`src/rtl/dsf_pkg.sv`:
```
package dsf_pkg;
    localparam int CODE_W = 12;
    localparam int CHAN_W = 2;
    localparam int HALF_W = 16;
    localparam int LANES  = 2;
    localparam int BUS_W  = HALF_W * LANES;

    typedef struct packed {
        logic [CHAN_W-1:0] chan;
        logic [CODE_W-1:0] code;
    } entry_t;

    typedef enum logic [1:0] {
        ST_EMPTY = 2'd0,
        ST_PART  = 2'd1,
        ST_FULL  = 2'd2
    } fill_state_t;
endpackage

```
`src/rtl/dsf_unpack.sv`:
```
module dsf_unpack
    import dsf_pkg::*;
(
    input  logic [BUS_W-1:0]     wr_data,
    input  logic                 tag_en,
    input  logic [CHAN_W-1:0]    def_chan,
    output entry_t [LANES-1:0]   lane_ent
);
    for (genvar g = 0; g < LANES; g++) begin : g_lane
        always_comb begin
            lane_ent[g].code = wr_data[g*HALF_W +: CODE_W];
            lane_ent[g].chan = tag_en ? wr_data[g*HALF_W + CODE_W +: CHAN_W]
                                      : def_chan;
        end
    end
endmodule

```
`src/rtl/dsf_fifo.sv`:
```
module dsf_fifo
    import dsf_pkg::*;
#(
    parameter int DEPTH = 4
) (
    input  logic               clk,
    input  logic               rst,
    input  logic [1:0]         push_n,
    input  entry_t [LANES-1:0] lane_ent,
    input  logic               pop,
    output entry_t             head
);
    localparam int AW = (DEPTH > 1) ? $clog2(DEPTH) : 1;

    entry_t          mem [DEPTH];
    logic [AW-1:0]   wr_ptr;
    logic [AW-1:0]   rd_ptr;
    logic [AW-1:0]   wr_ptr_p1;

    function automatic logic [AW-1:0] bump(input logic [AW-1:0] p);
        return (p == AW'(DEPTH - 1)) ? '0 : p + AW'(1);
    endfunction

    assign wr_ptr_p1 = bump(wr_ptr);

    always_ff @(posedge clk) begin
        if (rst) begin
            wr_ptr <= '0;
            rd_ptr <= '0;
        end else begin
            if (push_n != 2'd0) begin
                mem[wr_ptr] <= lane_ent[0];
                if (push_n == 2'd2) begin
                    mem[wr_ptr_p1] <= lane_ent[1];
                    wr_ptr         <= bump(wr_ptr_p1);
                end else begin
                    wr_ptr         <= wr_ptr_p1;
                end
            end
            if (pop) begin
                rd_ptr <= bump(rd_ptr);
            end
        end
    end

    assign head = mem[rd_ptr];
endmodule

```
`src/rtl/dsf_ctrl.sv`:
```
module dsf_ctrl
    import dsf_pkg::*;
#(
    parameter int DEPTH = 4
) (
    input  logic                              clk,
    input  logic                              rst,
    input  logic                              wr_en,
    input  logic                              word_mode,
    input  logic                              conv_enable,
    input  logic                              out_ready,
    output logic [1:0]                        push_n,
    output logic                              pop,
    output logic                              tx_ready,
    output logic                              wr_error,
    output logic                              out_valid,
    output logic [$clog2(DEPTH+1)-1:0]        level
);
    localparam int CW = $clog2(DEPTH + 1);

    fill_state_t   state, state_nx;
    logic [CW-1:0] level_nx;
    logic [CW-1:0] free;
    logic [CW-1:0] need;
    logic          room;
    logic          accept;

    // State register
    always_ff @(posedge clk) begin
        if (rst) begin
            state    <= ST_EMPTY;
            level    <= '0;
            wr_error <= 1'b0;
        end else begin
            state <= state_nx;
            level <= level_nx;
            if (wr_en && !tx_ready) begin
                wr_error <= 1'b1;
            end
        end
    end

    // Outputs decoded from state
    always_comb begin
        free = CW'(DEPTH) - level;
        need = word_mode ? CW'(2) : CW'(1);
        unique case (state)
            ST_EMPTY: begin
                out_valid = 1'b0;
                room      = (CW'(DEPTH) >= need);
            end
            ST_PART: begin
                out_valid = 1'b1;
                room      = (free >= need);
            end
            ST_FULL: begin
                out_valid = 1'b1;
                room      = 1'b0;
            end
            default: begin
                out_valid = 1'b0;
                room      = 1'b0;
            end
        endcase
        tx_ready = conv_enable && room;
        accept   = wr_en && tx_ready;
        push_n   = accept ? need[1:0] : 2'd0;
        pop      = out_valid && out_ready;
    end

    // Next-state logic
    always_comb begin
        level_nx = level + CW'(push_n) - CW'(pop);
        if (level_nx == '0) begin
            state_nx = ST_EMPTY;
        end else if (level_nx == CW'(DEPTH)) begin
            state_nx = ST_FULL;
        end else begin
            state_nx = ST_PART;
        end
    end
endmodule

```
`src/rtl/dac_sample_frontend.sv`:
```
module dac_sample_frontend
    import dsf_pkg::*;
#(
    parameter int DEPTH = 4
) (
    input  logic        clk,
    input  logic        rst,
    input  logic        wr_en,
    input  logic [31:0] wr_data,
    input  logic        cfg_word_mode,
    input  logic        cfg_tag_en,
    input  logic [1:0]  cfg_def_chan,
    input  logic        conv_enable,
    output logic        tx_ready,
    output logic        wr_error,
    output logic        out_valid,
    input  logic        out_ready,
    output logic [11:0] out_code,
    output logic [1:0]  out_chan
);
    localparam int CW = $clog2(DEPTH + 1);

    entry_t [LANES-1:0] lane_ent;
    entry_t             head;
    logic [1:0]         push_n;
    logic               pop;
    logic [CW-1:0]      level;

    dsf_unpack u_unpack (
        .wr_data  (wr_data),
        .tag_en   (cfg_tag_en),
        .def_chan (cfg_def_chan),
        .lane_ent (lane_ent)
    );

    dsf_ctrl #(.DEPTH(DEPTH)) u_ctrl (
        .clk         (clk),
        .rst         (rst),
        .wr_en       (wr_en),
        .word_mode   (cfg_word_mode),
        .conv_enable (conv_enable),
        .out_ready   (out_ready),
        .push_n      (push_n),
        .pop         (pop),
        .tx_ready    (tx_ready),
        .wr_error    (wr_error),
        .out_valid   (out_valid),
        .level       (level)
    );

    dsf_fifo #(.DEPTH(DEPTH)) u_fifo (
        .clk      (clk),
        .rst      (rst),
        .push_n   (push_n),
        .lane_ent (lane_ent),
        .pop      (pop),
        .head     (head)
    );

    assign out_code = head.code;
    assign out_chan = head.chan;
endmodule

```
`config.mk`:
```
export PLATFORM = sky130hd
export DESIGN_NAME = dac_sample_frontend
export DESIGN_NICKNAME = d
export VERILOG_FILES = /design/src/rtl/dsf_pkg.sv /design/src/rtl/dsf_unpack.sv /design/src/rtl/dsf_fifo.sv /design/src/rtl/dsf_ctrl.sv /design/src/rtl/dac_sample_frontend.sv
export SDC_FILE = /design/constraint.sdc
export NUM_CORES = 1
export LEC_CHECK = 0
export BUFFER_PORTS_ARGS = -buffer_cell sky130_fd_sc_hd__buf_2
export CORE_AREA = 3 3 125 127
export DETAILED_ROUTE_END_ITERATION = 8
export DIE_AREA = 0 0 128 130
export PLACE_DENSITY = 0.46
export SYNTH_ARGS = -nofsm -noshare
export SYNTH_HDL_FRONTEND = slang
export SYNTH_SLANG_ARGS = --single-unit
```
`constraint.sdc`:
```
create_clock -name clk -period 2.93 [get_ports clk]
set_input_delay 0.293 -clock clk [delete_from_list [all_inputs] [get_ports clk]]
set_output_delay 0.293 -clock clk [all_outputs]
set_load 0.05 [all_outputs]
```
# Word level (Yosys, flattened, before mapping)
# Memories as Yosys holds them, arrays and structs flattened. A register that Yosys moved wholly into a read port is not among the register bits.
# Cells that the tools add are included.
op_classes:
  add_sub_neg: 6
  order_cmp: 2
  n_eq_ne: 7
  n_mux: 20
  reduce_logical: 10
op_table:
  columns: ["op", "count"]
  rows:
  - ["2-bit two-way mux", 11]
  - ["2-bit == test, second input constant", 5]
  - ["1-bit two-way mux", 8]
  - ["2-bit by 1-bit adder with 2-bit output, second input constant", 3]
  - ["1-bit logical AND", 4]
  - ["2-bit OR reduction", 2]
  - ["3-bit by 2-bit adder with 3-bit output", 1]
  - ["3-bit == test, second input constant", 1]
  - ["3-bit greater-or-equal comparator", 1]
  - ["3-bit greater-or-equal comparator, first input constant", 1]
  - ["3-bit zero test", 1]
  - ["3-bit by 1-bit subtractor with 3-bit output", 1]
  - ["3-bit subtractor, first input constant", 1]
  - ["2-bit by 1-bit == test with 1-bit output, second input constant", 1]
  - ["2-bit zero test", 1]
  - ["1-bit case mux with 2 select lines", 1]
  - ["2-bit nonzero test", 1]
  - ["1-bit zero test", 1]
totals:
  reg_bits: 10
  ram_bits: 56
  out_inout_bits: 17
  mem_count: 1
mem_list:
  columns: ["memory", "words", "word_bits", "rd", "rd_ports_with_merged_regs", "wr", "line", "rtl"]
  rows:
  - ["u_fifo.mem", 4, 14, 1, 1, 2, "dsf_fifo.sv:15", "entry_t mem [DEPTH];"]

# Depth between registers and ports, before layout
logic_depth:
  ltp_word: 11
  ltp_mapped: 15
  depth_no_buf: 14

# Hierarchy
# Synthesis repeated with hierarchy kept, for this count alone.
hier_totals:
  hier_cells: 258
  area_unflattened_um2: 3956.3
modules_own_cells:
  columns: ["mod", "instances", "cells_per_inst", "area_each_um2"]
  rows:
  - ["dsf_fifo", 1, 184, 3290.7]
  - ["dsf_ctrl", 1, 46, 440.4]
  - ["dsf_unpack", 1, 28, 225.2]

# Worst setup path before layout
# No wires, ideal clock.
synth_path:
  path_kind: "reg2reg"
  start: "reg u_ctrl.level[0]"
  end: "reg u_ctrl.state[1]"
  setup_ns: 0.115
  t_arrival_ns: 2.915
  required_ns: 2.815
  setup_slack_ns: -0.100
  path_stages_with_launch: 16
  n_path_buf: 1
  synth_period_minus_slack_ns: 3.030
  cell_sequence: "dfxtp_1 inv_1 ha_1 ha_1 inv_1 o211a_1 buf_6 or3_1 ha_1 inv_1 ha_1 inv_1 fa_1 xnor2_1 nor2_1 and3_1"
synth_between:
  elab_chain_len: 10
  elab_cells_between_ends: 12
  cone_classes: "3 x add/sub; 1 x order compare; 1 x eq/ne; 3 x mux; 4 x reduce/logical"
synth_rtl:
  columns: ["element", "line", "rtl"]
  rows:
  - ["start: declaration", "dsf_ctrl.sv:17", "output logic [$clog2(DEPTH+1)-1:0] level"]
  - ["start signal: assignment", "dsf_ctrl.sv:36", "level <= level_nx;"]
  - ["3-bit subtractor", "dsf_ctrl.sv:45", "free = CW'(DEPTH) - level;"]
  - ["3-bit greater-or-equal comparator", "dsf_ctrl.sv:54", "room = (free >= need);"]
  - ["1-bit case mux with 2 select lines", "dsf_ctrl.sv:47", "unique case (state)"]
  - ["1-bit logical AND", "dsf_ctrl.sv:65", "tx_ready = conv_enable && room;"]
  - ["1-bit logical AND", "dsf_ctrl.sv:66", "accept = wr_en && tx_ready;"]
  - ["2-bit two-way mux", "dsf_ctrl.sv:67", "push_n = accept ? need[1:0] : 2'd0;"]
  - ["3-bit by 2-bit adder with 3-bit output (*)", "dsf_ctrl.sv:73", "level_nx = level + CW'(push_n) - CW'(pop);"]
  - ["3-bit by 1-bit subtractor with 3-bit output (*)", "dsf_ctrl.sv:73", null]
  - ["3-bit == test or 3-bit zero test (tied branches)", "dsf_ctrl.sv:76, dsf_ctrl.sv:74", null]
  - ["2-bit two-way mux or 2-bit OR reduction (tied branches)", null, null]
  - ["end signal: assignment", "dsf_ctrl.sv:35", "state <= state_nx;"]
  - ["end: declaration", "dsf_ctrl.sv:21", "fill_state_t state, state_nx;"]
# Mark *: on every way between the ends. The rest lies on a longest branch, timed or not.
# A chain may end at the register's enable or synchronous reset.

# Final worst setup path
layout_path:
  start: "reg u_ctrl.level[1]"
  end: "reg u_ctrl.state[1]"
# The elaborated chain is that of the path after synthesis.

==> metrics <==
port bufs 53; Layout area overhead 24.4%; detailed-routed wire length on met3 417 µm; clock skew 7.64 ps; Routed Antenna Nets 0; Unique masters post-synth 31; Leakage 1.69 nW; vias per cell 4.46; DP HPWL 5900 µm; top cells by area, synth edfxtp_1, mux2_2, mux4_2; wl on met1 3730 µm; internal cell power 0.00228 W; die width 128 µm; Remaining DRCs 0; Core Area 0.0145 mm²; critical path arrival 3080 ps; number of flops mapped to enable cells by yosys 56; Rows 44; cell breakdown of the critical path inv_2 > ha_4 > ha_4 > inv_2 > o211a_1 > or3_4 > ha_4 > inv_1 > ha_2 > inv_2 > fa_2 > xnor2_2 > nor2_1 > and3_1; clk sink count 68; worst path bufs/invs 4; starting density of the core 25.0%; Tightest Pin Transition 814 ps; Async SR Flop Fraction 0%; TritonCTS Buffers 9; family with the most delay on the worst path adder cells; final WL 8360 µm; vias 2,234; crit path kind reg -> reg; average wire per standard cell 16.7 µm; vias in the first global route 2,313; Synth Instances 248; critical path peak fanout 3; die area 0.0166 mm²; largest net degree at the start of global routing 15; Die Span Y 130 µm; Max VDD drop 270 µV; clock share of power 33.7%; Clock transition at path regs 50 ps; final hold violations 0; fmax 0.357 GHz; XOR/XNOR share of the synthesized area 0.966%; fin crit period 2800 ps; Post-Syn Nets 306; Synth Area in Simple Gates 6.28%; complex-gate fraction of the synthesized area 5.55%; critical path's largest stage delay 410 ps; share of the synthesized area in the top cell type 46.3%; diode count 0; Worst path depth 14; top cell type by total area after synthesis edfxtp_1; H-Tree Depth 3; count leader, synth edfxtp_1; 1st-iter DRT viols 212; switching pwr 0.00105 W; sequential share of power 35.4%; gr ovfl total 0; startpoint types flip-flop; ratio of cells with drive above 1 in the final layout 50.2%; Slowest cell on crit path or3_4; metal2 WL 4100 µm; Power Density 738 mW/mm²; min-delay worst type in -> reg; synthesized flop and latch total 68; warnings from Yosys 0; DRT Pass-1 Iters 4; Clock Path Buffers 2; largest family of logic cells by synthesized area multiplexers; clk_lat worst skew 340 ps; post-synthesis sequential area ratio 53.0%; Placer Congestion 0.727; maxcap violations 0; Max-slew headroom 45.6%; Max Transition Viols Final 0; worst reg2reg path depth 14; hold path depth 2; hold buffers post-CTS 0; top cells by count, synth edfxtp_1, mux2_2, ha_1, inv_1, mux4_2; Setup-failing EPs final 0; Netlist Area Pre-Place 0.00363 mm²; DR top layer met4; Layout Cells excl Fill 501; first-pass GRT wire length 13,100 µm; mux share of post-synthesis cell area 24.6%; CTS tree yes; Comb power frac 30.9%; Required @ worst endpoint 3220 ps; adder-cell share of the synthesized area 6.07%; TNS Setup 0 ps; Avg Cell Area, Syn 14.6 µm²; initial antenna violation count 0; RSZ-0062 raised after global routing false; CP endpoint kind flip-flop; status finished, final reports clean; GRT Total Usage 10.9%; Nets 371; Synth Flop Type edfxtp_1; crit share post-route 95.5%; Placed Cells 485; I/O pin count 58; Sw Share 31.6%; Root Driver clkbuf_16
-- power groups by stage --
stage               Sequential [W]  Clock (W)  Combinational (W)
finish                     0.00118    0.00112            0.00103
global route               0.00119    0.00120            0.00113
CTS                        0.00118    0.00116            0.00101
detailed placement         0.00120          0            0.00101
global placement           0.00120          0           0.000993
floorplan                  0.00119          0           0.000780
-- per-stage QoR --
step | hold WS [ps] | total power [W] | utilization, % | setup WS (ps) | cell area (µm²)
final | 244 | 0.00333 | 31.1 | 132 | 4510
after global routing | 240 | 0.00352 | 31.1 | 8.04 | 4510
after CTS | 243 | 0.00335 | 30.8 | 40.0 | 4480
after detailed placement | 475 | 0.00221 | 28.7 | 60.2 | 4170
after global placement | 478 | 0.00219 | 28.7 | 80.6 | 4170
after floorplan | 454 | 0.00197 | - | 3.73 | 3660
-- cells by family after synthesis --
logic type	count (synthesis)
xor gates and xnor gates	4
muxes	62
AOI/OAI and AO/OA	27
DFF	68
and+or+nand+nor	45
buffers and inverters	25
adders and majority gates	17
-- routing by layer --
layer	GRT usage (%)	up-vias
met2	17.4	49
met5	0	-
met3	3.40	11
met4	4.12	0
met1	13.8	1090
li1	-	1084
-- cell type report --
type | count | area [µm²]
repair buffers | 65 | 368
clock inverters | 6 | 80.1
clock buffers | 9 | 225
fillers | 1458 | 10000
multi-input cells | 155 | 1630
well taps | 184 | 230
flip-flops and latches | 68 | 1920
inverters | 14 | 52.6
-- registers in the layout (all words and copies together), names as in the netlist, named ones only --
signal and count:
u_fifo.rd_ptr 2, u_ctrl.state 2, u_fifo.mem 56, u_fifo.wr_ptr 2
u_ctrl.wr_error 1, u_ctrl.level 3
-- timing repair --
action / 4_1_cts / 5_1_grt
buffers inserted: 0 / 1
setup endpoints to repair: 0 / 1
gates resized for setup: 0 / 4
-- final timing paths --
path,from,end,slack [ps]
max reg2reg,u_ctrl.level[1],u_ctrl.state[1],130
min,rst,u_ctrl.level[1],240
min reg2reg,u_fifo.rd_ptr[1],u_fifo.rd_ptr[1],490
max,u_ctrl.level[1],u_ctrl.state[1],130
-- placed cells by master, fill, tap and decap left out, types with 10 or more instances in the layout --
master | Yosys | final
buf_2 | 4 | 53
buf_4 | 0 | 11
dfxtp_1 | 12 | 10
edfxtp_1 | 56 | 56
ha_1 | 16 | 12
mux2_2 | 38 | 38
mux2_4 | 10 | 10
mux4_2 | 14 | 14
nand2_1 | 13 | 13
nor2_1 | 11 | 11
No activity file was read; power rests on OpenSTA's default activity.
